===== config.mk =====
export PLATFORM = sky130hd
export DESIGN_NAME = pci_cfg_header
export DESIGN_NICKNAME = d
export VERILOG_FILES = /design/src/rtl/pcicfg_pkg.sv /design/src/rtl/pcicfg_bar_slot.sv /design/src/rtl/pcicfg_rom_bar.sv /design/src/rtl/pcicfg_ctl_regs.sv /design/src/rtl/pci_cfg_header.sv
export SDC_FILE = /design/constraint.sdc
export NUM_CORES = 1
export LEC_CHECK = 0
export ABC_AREA = 0
export CAP_MARGIN = 20
export CORE_UTILIZATION = 53
export DETAILED_ROUTE_END_ITERATION = 10
export PLACE_DENSITY_LB_ADDON = 0.15
export SYNTH_ARGS = -nofsm -noshare
export SYNTH_HDL_FRONTEND = slang
export SYNTH_HIERARCHICAL = 1
export SYNTH_SLANG_ARGS = --single-unit

===== constraint.sdc =====
create_clock -name clk -period 8.53 [get_ports clk]
set_clock_uncertainty 0.2 [all_clocks]
set_input_delay 1.706 -clock clk [delete_from_list [all_inputs] [get_ports clk]]
set_output_delay 1.706 -clock clk [all_outputs]
set_load 0.03 [all_outputs]

===== src/rtl/pcicfg_pkg.sv =====
// Shared constants, BAR classification and byte-merge helper for the
// configuration header. Assumes 32-bit dwords and a 6-bit dword index.
package pcicfg_pkg;

    localparam int NUM_BARS  = 6;
    localparam int DW        = 32;
    localparam int IDX_W     = 6;
    localparam int ROM_LSB   = 11;
    localparam int ROM_BASE_W = DW - ROM_LSB;

    localparam logic [IDX_W-1:0] IDX_ID     = 6'd0;
    localparam logic [IDX_W-1:0] IDX_STACMD = 6'd1;
    localparam logic [IDX_W-1:0] IDX_CLASS  = 6'd2;
    localparam logic [IDX_W-1:0] IDX_TIMING = 6'd3;
    localparam logic [IDX_W-1:0] IDX_BAR0   = 6'd4;
    localparam logic [IDX_W-1:0] IDX_SUBSYS = 6'd11;
    localparam logic [IDX_W-1:0] IDX_ROM    = 6'd12;
    localparam logic [IDX_W-1:0] IDX_CAP    = 6'd13;
    localparam logic [IDX_W-1:0] IDX_INTR   = 6'd15;

    localparam logic [DW-1:0] BAR_PROBE = 32'hFFFF_FFFF;
    localparam logic [DW-1:0] ROM_PROBE = 32'hFFFF_F800;
    localparam logic [DW-1:0] ROM_KEEP  = 32'hFFFF_F801;
    localparam logic [DW-1:0] IO_KEEP   = 32'hFFFF_FFFC;
    localparam logic [DW-1:0] MEM_KEEP  = 32'hFFFF_FFF0;

    typedef enum logic [1:0] {
        KIND_NONE = 2'd0,
        KIND_IO   = 2'd1,
        KIND_MEM  = 2'd2
    } bar_kind_e;

    // Decide what a BAR is from its build-time size mask.
    function automatic bar_kind_e classify(input logic [DW-1:0] mask);
        if (mask == '0)            return KIND_NONE;
        else if (mask[0])          return KIND_IO;
        else if (mask[2:1] != '0)  return KIND_NONE;
        else                       return KIND_MEM;
    endfunction

    // Replace the enabled bytes of cur with those of wd.
    function automatic logic [DW-1:0] merge_bytes(input logic [DW-1:0] cur,
                                                  input logic [DW-1:0] wd,
                                                  input logic [3:0]    be);
        logic [DW-1:0] r;
        for (int b = 0; b < 4; b++) begin
            r[8*b +: 8] = be[b] ? wd[8*b +: 8] : cur[8*b +: 8];
        end
        return r;
    endfunction

endpackage


===== src/rtl/pcicfg_bar_slot.sv =====
// One base address register. Holds the value a host programmed, answers
// the all-ones size probe with SIZE_MASK, forces type bits on ordinary
// writes and strobes 'changed' for one cycle after a value write.
// Assumes wr_dword is the already byte-merged dword.
module pcicfg_bar_slot
    import pcicfg_pkg::*;
#(
    parameter logic [31:0] SIZE_MASK = 32'h0
) (
    input  logic          clk,
    input  logic          rst_n,
    input  logic          wr_en,
    input  logic [DW-1:0] wr_dword,
    output logic [DW-1:0] value,
    output logic          changed
);

    localparam bar_kind_e KIND = classify(SIZE_MASK);

    logic is_probe;
    assign is_probe = (wr_dword == BAR_PROBE);

    // Value register: probe loads the mask, otherwise masked store.
    always_ff @(posedge clk) begin
        if (!rst_n) begin
            value <= '0;
        end else if (KIND == KIND_NONE) begin
            value <= '0;
        end else if (wr_en) begin
            if (is_probe)
                value <= SIZE_MASK;
            else if (KIND == KIND_IO)
                value <= (wr_dword & IO_KEEP) | 32'h1;
            else
                value <= (wr_dword & MEM_KEEP) | {28'h0, SIZE_MASK[3:0]};
        end
    end

    // Change strobe: one cycle after a non-probe write to a live BAR.
    always_ff @(posedge clk) begin
        if (!rst_n)
            changed <= 1'b0;
        else
            changed <= wr_en && !is_probe && (KIND != KIND_NONE);
    end

endmodule


===== src/rtl/pcicfg_rom_bar.sv =====
// Expansion ROM base register. The ROM size probe loads ROM_MASK; other
// writes keep the base bits and the enable bit. Assumes merged input.
module pcicfg_rom_bar
    import pcicfg_pkg::*;
#(
    parameter logic [31:0] ROM_MASK = 32'h0
) (
    input  logic          clk,
    input  logic          rst_n,
    input  logic          wr_en,
    input  logic [DW-1:0] wr_dword,
    output logic [DW-1:0] value
);

    // ROM register update on probe or ordinary write.
    always_ff @(posedge clk) begin
        if (!rst_n)
            value <= '0;
        else if (wr_en)
            value <= (wr_dword == ROM_PROBE) ? ROM_MASK : (wr_dword & ROM_KEEP);
    end

endmodule


===== src/rtl/pcicfg_ctl_regs.sv =====
// Writable control fields: command, latency timer, cache-line size and
// interrupt line. Each write enable selects one dword; wd is its low half.
module pcicfg_ctl_regs (
    input  logic        clk,
    input  logic        rst_n,
    input  logic        wr_cmd,
    input  logic        wr_timing,
    input  logic        wr_intr,
    input  logic [15:0] wd,
    output logic [15:0] cmd,
    output logic [7:0]  lat_timer,
    output logic [7:0]  line_size,
    output logic [7:0]  int_line
);

    // Command register.
    always_ff @(posedge clk) begin
        if (!rst_n)      cmd <= '0;
        else if (wr_cmd) cmd <= wd;
    end

    // Latency timer and cache-line size share one dword.
    always_ff @(posedge clk) begin
        if (!rst_n) begin
            lat_timer <= '0;
            line_size <= '0;
        end else if (wr_timing) begin
            lat_timer <= wd[15:8];
            line_size <= wd[7:0];
        end
    end

    // Interrupt line routing byte.
    always_ff @(posedge clk) begin
        if (!rst_n)       int_line <= '0;
        else if (wr_intr) int_line <= wd[7:0];
    end

endmodule


===== src/rtl/pci_cfg_header.sv =====
// Type-0 configuration header. Decodes the dword index, builds the
// combinational read word, merges byte-enabled writes against it and
// routes the merged dword to the BAR slots, ROM BAR and control fields.
// Assumes one write per cfg_wr cycle; reads need no strobe.
module pci_cfg_header
    import pcicfg_pkg::*;
#(
    parameter logic [15:0] VENDOR_ID   = 16'h1B2C,
    parameter logic [15:0] DEVICE_ID   = 16'h7E41,
    parameter logic [31:0] CLASS_REV   = 32'h0C03_3012,
    parameter logic [7:0]  HDR_TYPE    = 8'h00,
    parameter logic [15:0] STATUS_BITS = 16'h0210,
    parameter logic [15:0] SUB_VENDOR  = 16'h1B2C,
    parameter logic [15:0] SUB_ID      = 16'h0042,
    parameter logic [7:0]  CAP_PTR     = 8'h40,
    parameter logic [7:0]  INT_PIN     = 8'h01,
    parameter logic [7:0]  MIN_GNT     = 8'h08,
    parameter logic [7:0]  MAX_LAT     = 8'h10,
    parameter logic [6*32-1:0] BAR_MASKS = {32'hFFFF_FFF1, 32'hFFFF_0004,
                                            32'h0000_0000, 32'hFFF0_0000,
                                            32'hFFFF_FF01, 32'hFFFF_F008},
    parameter logic [31:0] ROM_MASK    = 32'hFFFF_8000
) (
    input  logic                  clk,
    input  logic                  rst_n,
    input  logic                  cfg_wr,
    input  logic [5:0]            cfg_addr,
    input  logic [3:0]            cfg_be,
    input  logic [31:0]           cfg_wdata,
    output logic [31:0]           cfg_rdata,
    output logic [15:0]           cmd_reg,
    output logic [6*32-1:0]       bar_flat,
    output logic [5:0]            bar_changed,
    output logic [20:0]           rom_base,
    output logic                  rom_enable
);

    logic [DW-1:0] bar_val [NUM_BARS];
    logic [DW-1:0] rom_val;
    logic [DW-1:0] rd_word;
    logic [DW-1:0] merged;
    logic [7:0]    lat_timer, line_size, int_line;

    // Read multiplexer over the header layout.
    always_comb begin
        rd_word = '0;
        case (cfg_addr)
            IDX_ID:     rd_word = {DEVICE_ID, VENDOR_ID};
            IDX_STACMD: rd_word = {STATUS_BITS, cmd_reg};
            IDX_CLASS:  rd_word = CLASS_REV;
            IDX_TIMING: rd_word = {8'h00, HDR_TYPE, lat_timer, line_size};
            IDX_SUBSYS: rd_word = {SUB_ID, SUB_VENDOR};
            IDX_ROM:    rd_word = rom_val;
            IDX_CAP:    rd_word = {24'h0, CAP_PTR};
            IDX_INTR:   rd_word = {MAX_LAT, MIN_GNT, INT_PIN, int_line};
            default: begin
                for (int i = 0; i < NUM_BARS; i++) begin
                    if (cfg_addr == IDX_BAR0 + IDX_W'(i))
                        rd_word = bar_val[i];
                end
            end
        endcase
    end

    assign cfg_rdata = rd_word;

    // Byte-enable merge against the dword as it currently reads.
    assign merged = merge_bytes(rd_word, cfg_wdata, cfg_be);

    genvar k;
    generate
        for (k = 0; k < NUM_BARS; k++) begin : g_bar
            logic hit;
            assign hit = cfg_wr && (cfg_addr == IDX_BAR0 + IDX_W'(k));
            pcicfg_bar_slot #(
                .SIZE_MASK (BAR_MASKS[32*k +: 32])
            ) u_slot (
                .clk      (clk),
                .rst_n    (rst_n),
                .wr_en    (hit),
                .wr_dword (merged),
                .value    (bar_val[k]),
                .changed  (bar_changed[k])
            );
            assign bar_flat[32*k +: 32] = bar_val[k];
        end
    endgenerate

    pcicfg_rom_bar #(
        .ROM_MASK (ROM_MASK)
    ) u_rom (
        .clk      (clk),
        .rst_n    (rst_n),
        .wr_en    (cfg_wr && (cfg_addr == IDX_ROM)),
        .wr_dword (merged),
        .value    (rom_val)
    );

    pcicfg_ctl_regs u_ctl (
        .clk       (clk),
        .rst_n     (rst_n),
        .wr_cmd    (cfg_wr && (cfg_addr == IDX_STACMD)),
        .wr_timing (cfg_wr && (cfg_addr == IDX_TIMING)),
        .wr_intr   (cfg_wr && (cfg_addr == IDX_INTR)),
        .wd        (merged[15:0]),
        .cmd       (cmd_reg),
        .lat_timer (lat_timer),
        .line_size (line_size),
        .int_line  (int_line)
    );

    assign rom_base   = rom_val[DW-1:ROM_LSB];
    assign rom_enable = rom_val[0];

endmodule


== Word level (Yosys, flattened, before mapping) ==
Index checks and enable logic that the tools add are counted.

* $add $sub $neg: 0
* $mul: 0
* Div/mod/pow operators: 0
* Order comparisons: 0
* Eq/ne operators: 15
* Shift-type cells: 0
* Mux-type cells: 16
* Bitwise gates (word level): 0
* Reductions and logical operators: 14

{| class="wikitable"
|+ Operator list
! cell !! number
|-
| $mux W32 || 11
|-
| $pmux W32 S8 || 1
|-
| $eq A32 B32 Y1 const B || 2
|-
| $eq A6 B4 Y1 const B || 6
|-
| $mux W8 || 4
|-
| $eq A6 B3 Y1 const B || 4
|-
| $eq A6 B2 Y1 const B || 2
|-
| $logic_and A1 B1 Y1 || 12
|-
| $eq A6 B1 Y1 const B || 1
|-
| $logic_not A6 Y1 || 1
|-
| $logic_not A1 Y1 || 1
|}

* Register bits after elaboration: 204
* Latch bits: 0
* Bits in writable memories: 0
* Bits in read-only memories: 0
* Input port bits: 45
* Memories: 0

== Longest topological paths before layout ==
Gate-level depths: netlist of run 1.

* Depth after elaboration: 12
* Gate-level depth with buffers: 13

== By module ==
Netlist of run 1, hierarchy kept.

{| class="wikitable"
|+ By module, submodules not included
! module !! times used !! cells each !! area an instance (um2) !! sequential area each (um2)
|-
| pci_cfg_header || 1 || 426 || 3191.8 || 0.0
|-
| pcicfg_ctl_regs || 1 || 129 || 1536.5 || 800.8
|-
| pcicfg_bar_slot (g_bar[1].u_slot) || 1 || 122 || 1293.7 || 640.6
|-
| pcicfg_bar_slot (g_bar[2].u_slot) || 1 || 130 || 1275.0 || 580.6
|-
| pcicfg_bar_slot (g_bar[5].u_slot) || 1 || 114 || 1262.5 || 640.6
|-
| pcicfg_bar_slot (g_bar[0].u_slot) || 1 || 120 || 1232.4 || 600.6
|-
| pcicfg_rom_bar || 1 || 97 || 1001.0 || 440.4
|-
| pcicfg_bar_slot (g_bar[3].u_slot ...) || 2 || 34 || 251.5 || 0.0
|}

== Least setup slack after synthesis of run 1 ==
Ideal clock, no wire load.

* Kind: in2out
* Start: in cfg_addr[0]
* End: out cfg_rdata[11]
* Data arrival time: 3192 ps
* Data required time: 6624 ps
* Path slack: 3432 ps
* Stages on the path: 7
* Path buffers: 3
* Cells stage by stage: buf_2 > buf_6 > and2_0 > buf_2 > and3_1 > a2111oi_0 > nand2_1

* Word-level cells in the longest chain between the ends: 8
* Elaborated cells between the ends (all ways): 21
* Those cells by class: 13 x eq/ne; 7 x mux; 1 x reduce/logical

{| class="wikitable"
|+ Ends and longest elaborated chain
! what !! RTL line !! text
|-
| start, declared || pci_cfg_header.sv:27 || <nowiki>input logic [5:0] cfg_addr,</nowiki>
|-
| $eq A6 B3 Y1 || pci_cfg_header.sv:58 || <nowiki>if (cfg_addr == IDX_BAR0 + IDX_W'(i))</nowiki>
|-
| $mux W32 (6 in a row) || pci_cfg_header.sv:58 ||
|-
| $pmux W32 S8 * || pci_cfg_header.sv:47 || <nowiki>case (cfg_addr)</nowiki>
|-
| end, declared || pci_cfg_header.sv:30 || <nowiki>output logic [31:0] cfg_rdata,</nowiki>
|}

Every way passes the cells marked *; elsewhere a longest branch is shown, timed or not.

== Worst setup path in the final report of run 1 ==
* Start: in cfg_addr[3]
* End: out cfg_rdata[28]

The elaborated chain is that of the path after synthesis.

==> impl_metrics.json, run 1 <==
{
  "cts_tree": "yes",
  "die_w_um": 148,
  "wirelength_um": 38800,
  "rsz0062_at_grt": "false",
  "clockRootBuffer": "clkbuf_16",
  "top_layer": "met5",
  "fin_area_um2": 14000,
  "clockBufferDepth": 2,
  "dr_wl_met3_um": 4480,
  "critPathCaptureType": "output pin",
  "fmax_mhz": 140,
  "tns_ns": 0,
  "setup_viol": 0,
  "gp_congestion": 0.932,
  "ant_nets": 0,
  "wl_met1_um": 16700,
  "grt_usage_pct": 34.4,
  "firstDrtPassIters": 7,
  "crit_required_ns": 6.62,
  "dp.cells": 1645,
  "nNetsFinal": 1434,
  "max_slew_margin_pct": 16.3,
  "wl_per_cell_um": 23.1,
  "status": "finished clean",
  "viasPerCell": 6.21,
  "drive_above_1_share_pct": 10.9,
  "placed_cell_area_um2": 13400,
  "synthesis.area_um2": 11300,
  "grt_pass1_vias": 9313,
  "largest_reg_flops": 119,
  "hold_viol_final": 0,
  "synth_warnings": 6,
  "hp-class": "reg -> reg",
  "power.leakage_nw": 4.61,
  "antenna_found_initial": 3,
  "grt_first_pass_wirelength_um": 57500,
  "post_cts.repair.setup_buffers": 0,
  "crit_path_max_fanout": 21,
  "die_h_um": 148,
  "syn_inst": 1204,
  "layout_commonest_cell": "clkdlybuf4s50_1",
  "syn_area_per_cell_um2": 9.37,
  "crit_arrival_ns": 5.22,
  "power-per-cell-area_nw_per_um2": 140,
  "crit_type": "in -> out",
  "cts_hold_buf": 0,
  "slew_viol_final": 0,
  "ir_worst_vdd_uv": 163,
  "finalPower_mw": 1.96,
  "clk_latency_ns": 0.44,
  "period_minus_slack_ns": 7.12,
  "initial_utilization_pct": 53.9,
  "vias": 10400,
  "numCtsBuffers": 17,
  "startpoint_type": "input port",
  "drc_errors": 0,
  "dieArea_um2": 21900,
  "drtIter0Drc": 1051,
  "cts_sinks": 185,
  "io_pins": 313,
  "core_um2": 21000,
  "hold_ws_ns": 0.297,
  "floorplan.rows": 53,
  "cts-resized-gates": 0,
  "fin_crit_sh_pct": 83.5,
  "wl_met2_um": 16500,
  "fin_cells": 1678,
  "clkSlewWorstSetupHoldPaths_ns": 0.08,
  "place_hpwl_um": 27200,
  "most-common-layout-cells": "234 x clkdlybuf4s50_1, 185 x dfxtp_1, 151 x nor2b_1",
  "worstMarginPinSlew_ns": 1.24,
  "h-tree-depth": 4,
  "grt_max_degree": 122,
  "io_buffers": 237,
  "area_growth_pct": 23.8,
  "gr-total-overflow": 0,
  "maxCapViolations": 0
}
-- per-layer routing --
layer  GRT usage, %  vias up
li1               -     4615
met1           49.1     5012
met2           49.5      696
met3           9.20       86
met4           12.6        4
met5              0        -
-- path summary, 6_finish.rpt --
check | from | to | slack [ns] | depth (start not counted)
setup reg to reg | g_bar[1].u_slot/value[29]$_SDFFE_PN0P_ | g_bar[2].u_slot/value[7]$_SDFFE_PN0P_ | 4.91 | 8
hold / removal | g_bar[0].u_slot/value[10]$_SDFFE_PN0P_ | g_bar[0].u_slot/value[10]$_SDFFE_PN0P_ | 0.30 | 2
setup / recovery | cfg_addr[3] | cfg_rdata[28] | 1.41 | 7
hold reg to reg | g_bar[0].u_slot/value[10]$_SDFFE_PN0P_ | g_bar[0].u_slot/value[10]$_SDFFE_PN0P_ | 0.30 | 2
-- metrics by stage --
| stage | utilization (%) | worst slack, ns |
|---|---|---|
| floorplan | - | 3.43 |
| global placement | 64.0 | 1.62 |
| detailed placement | 64.0 | 1.49 |
| CTS | 66.7 | 1.49 |
| global route | 66.7 | 1.29 |
| finish | 66.7 | 1.41 |
-- final cells by class --
cell class / count / area, um^2
repair buffers: 278 / 2670
clock buffers: 18 / 439
fillers: 1713 / 6980
diodes: 1 / 2.50
flip-flops and latches: 185 / 3700
clock inverters: 14 / 129
inverters: 6 / 22.5
well taps: 275 / 344
multi-input cells: 901 / 6660
-- report_power, final --
group,internal (mW),switching [mW]
clock,0.394,0.385
combinational,0.0936,0.216
sequential,0.866,0.00263
-- worst max-delay path, stage by stage --
cell and delay [ns]:
clkdlybuf4s50_1 0.93, nor4b_4 0.74, buf_4 0.40, o211ai_1 0.14
a221oi_1 0.41, or2_1 0.18, clkdlybuf4s50_1 0.69
Power figures use the tool's default switching activity.
==> inputs of run 2 (changes only) <==
- CORE_UTILIZATION: 53 -> 44
- clock period: 8.53 -> 5.75 ns (I/O delays scaled with it)
==> run 2 against run 1 <==
  * Via count decreased by 0.71%
  * Die area increased by 20%
  * Global-route usage decreased by 3.6 points
  * Critical path depth unchanged
  * Register-to-register slack got worse by 2.5 ns
  * Sequential power increased by 48%
  * Cell count increased by 5.1%
  * Clock-buffer cell count decreased by 1
  * Sequential share of layout area decreased by 0.92 points
  * Non-clock buffer count increased by 28
  * Sequential cell count unchanged
  * Worst hold slack got worse by 0.0053 ns
==> impl_metrics.json, run 2 (synthesis gave the netlist of run 1 again) <==
{
  "status": "finished clean",
  "crit-reg2reg-launch": "g_bar[2].u_slot/value[28]$_SDFFE_PN0P_",
  "die_h_um": 162,
  "io_buffers": 237,
  "tns_ns": 0,
  "ant_nets": 0,
  "cts_sinks": 185,
  "crit_start": "cfg_addr[3]",
  "post_cts.repair.setup_buffers": 0,
  "startpoint_type": "input port",
  "area_growth_pct": 28.3,
  "io_pins": 313,
  "fin_crit_sh_pct": 92.6,
  "combPwrFrac_pct": 16.2,
  "setup_viol": 0,
  "gp_congestion": 0.966,
  "regArea_um2": 3700,
  "dieArea_um2": 26300,
  "seqPwrFrac_pct": 42.7,
  "die_w_um": 162,
  "multi_input_area_um2": 6660,
  "crit_required_ns": 4.40,
  "cp-endpoint": "cfg_rdata[9]",
  "switchingPower_mw": 0.946,
  "vias": 10300,
  "crit_path_max_fanout": 10,
  "grt_first_pass_wirelength_um": 61000,
  "h-tree-depth": 4,
  "worstReg2RegEnd": "g_bar[2].u_slot/value[9]$_SDFFE_PN0P_",
  "wirelength_um": 41300,
  "r2r_slack_ns": 2.40,
  "drc_errors": 0,
  "maxCapViolations": 0,
  "wl_per_cell_um": 23.4,
  "cts-resized-gates": 0,
  "viasPerCell": 5.86,
  "place_hpwl_um": 30100,
  "fmax_mhz": 188,
  "core_um2": 25200,
  "largest_reg_flops": 119,
  "power.leakage_nw": 4.84,
  "post-place-ws_ns": 0.484,
  "placed_cell_area_um2": 13800,
  "grt_usage_pct": 30.9,
  "numCtsBuffers": 17,
  "antenna_found_initial": 6,
  "max_slew_margin_pct": 26.5,
  "p_clk_share_pct": 41.1,
  "clk_latency_ns": 0.44,
  "initial_utilization_pct": 44.8,
  "crit_type": "in -> out",
  "reg2reg_depth": 9,
  "hp-class": "reg -> reg",
  "clockRootBuffer": "clkbuf_16",
  "floorplan.rows": 58,
  "worstMarginPinSlew_ns": 1.10,
  "clkSlewWorstSetupHoldPaths_ns": 0.08,
  "firstDrtPassIters": 6,
  "crit_arrival_ns": 3.97,
  "intPower_mw": 2.07,
  "grt_max_degree": 120,
  "slew_viol_final": 0,
  "cts_tree": "yes",
  "nNetsFinal": 1462,
  "hold_ws_ns": 0.292,
  "gr-total-overflow": 0,
  "critPathCaptureType": "output pin",
  "rsz0062_at_grt": "false",
  "fill_cells": 2266,
  "layout_commonest_cell": "clkdlybuf4s50_1",
  "swShare_pct": 31.3,
  "power-per-cell-area_nw_per_um2": 209,
  "cts_hold_buf": 0,
  "period_minus_slack_ns": 5.32,
  "drive_above_1_share_pct": 13.8,
  "drtIter0Drc": 1170,
  "most-common-layout-cells": "218 x clkdlybuf4s50_1, 185 x dfxtp_1, 151 x nor2b_1",
  "hold_viol_final": 0,
  "fin_area_um2": 14500,
  "ir_worst_vdd_uv": 133,
  "clockBufferDepth": 2,
  "setup_ws_ns": 0.428,
  "grt_pass1_vias": 9443
}
run 2: power groups by stage:
| stage | registers [mW] | logic, mW | clock network, mW |
|---|---|---|---|
| 4_1_cts | 1.29 | 0.467 | 1.26 |
| 3_5_place_dp | 1.32 | 0.466 | 0 |
| 3_3_place_gp | 1.32 | 0.464 | 0 |
| 6_report | 1.29 | 0.489 | 1.24 |
| 5_1_grt | 1.29 | 0.507 | 1.31 |
| 2_1_floorplan | 1.33 | 0.324 | 0 |
run 2: critical path, cell delays in order:
cell,delay [ns]
clkdlybuf4s50_1,0.66
buf_4,0.29
or3_1,0.38
a211oi_1,0.46
a2111oi_0,0.19
nand2_1,0.14
clkdlybuf4s50_1,0.68
run 2: how the worst min path moves through the flow:
| stage | to | cells past startpoint | start | slack, ns |
|---|---|---|---|---|
| after CTS | g_bar[1].u_slot/value[0]$_SDFFE_PN0P_ | 1 | g_bar[1].u_slot/value[0]$_SDFFE_PN0P_ | 0.29 |
| after floorplan | u_ctl/lat_timer[1]$_SDFFE_PN0P_ | 2 | u_ctl/lat_timer[1]$_SDFFE_PN0P_ | 0.27 |
| after detailed placement | g_bar[1].u_slot/value[0]$_SDFFE_PN0P_ | 1 | g_bar[1].u_slot/value[0]$_SDFFE_PN0P_ | 0.27 |
| after global placement | g_bar[1].u_slot/value[0]$_SDFFE_PN0P_ | 1 | g_bar[1].u_slot/value[0]$_SDFFE_PN0P_ | 0.26 |
| after global routing | g_bar[1].u_slot/value[5]$_SDFFE_PN0P_ | 2 | g_bar[1].u_slot/value[5]$_SDFFE_PN0P_ | 0.32 |
| final | g_bar[1].u_slot/value[0]$_SDFFE_PN0P_ | 1 | g_bar[1].u_slot/value[0]$_SDFFE_PN0P_ | 0.29 |
run 2: per-layer routing:
layer | vias up | track usage [%] | share of wire [%] | wire (um)
li1 | 4663 | - | - | -
met1 | 4991 | 45.0 | 45 | 18600
met2 | 607 | 44.9 | 43 | 17700
met3 | 74 | 6.18 | 9.2 | 3800
met4 | 4 | 10.6 | 2.8 | 1140
met5 | - | 0 | 0.065 | 27
run 2: cell type report:
cell class              count  area share (%)
inverters                   6           0.156
multi-input cells         901            46.0
clock buffers              17            2.94
diodes                      3          0.0519
repair buffers            306            21.0
flip-flops and latches    185            25.6
well taps                 330            2.85
clock inverters            15            1.39
run 2: metrics by stage:
stage / instances / utilization (%) / total power [mW]
final: 1763 / 57.5 / 3.02
after global routing: 1762 / 57.5 / 3.11
after CTS: 1760 / 57.5 / 3.01
after detailed placement: 1728 / 55.0 / 1.78
after global placement: 1728 / 55.0 / 1.78
after floorplan: 1282 / - / 1.65
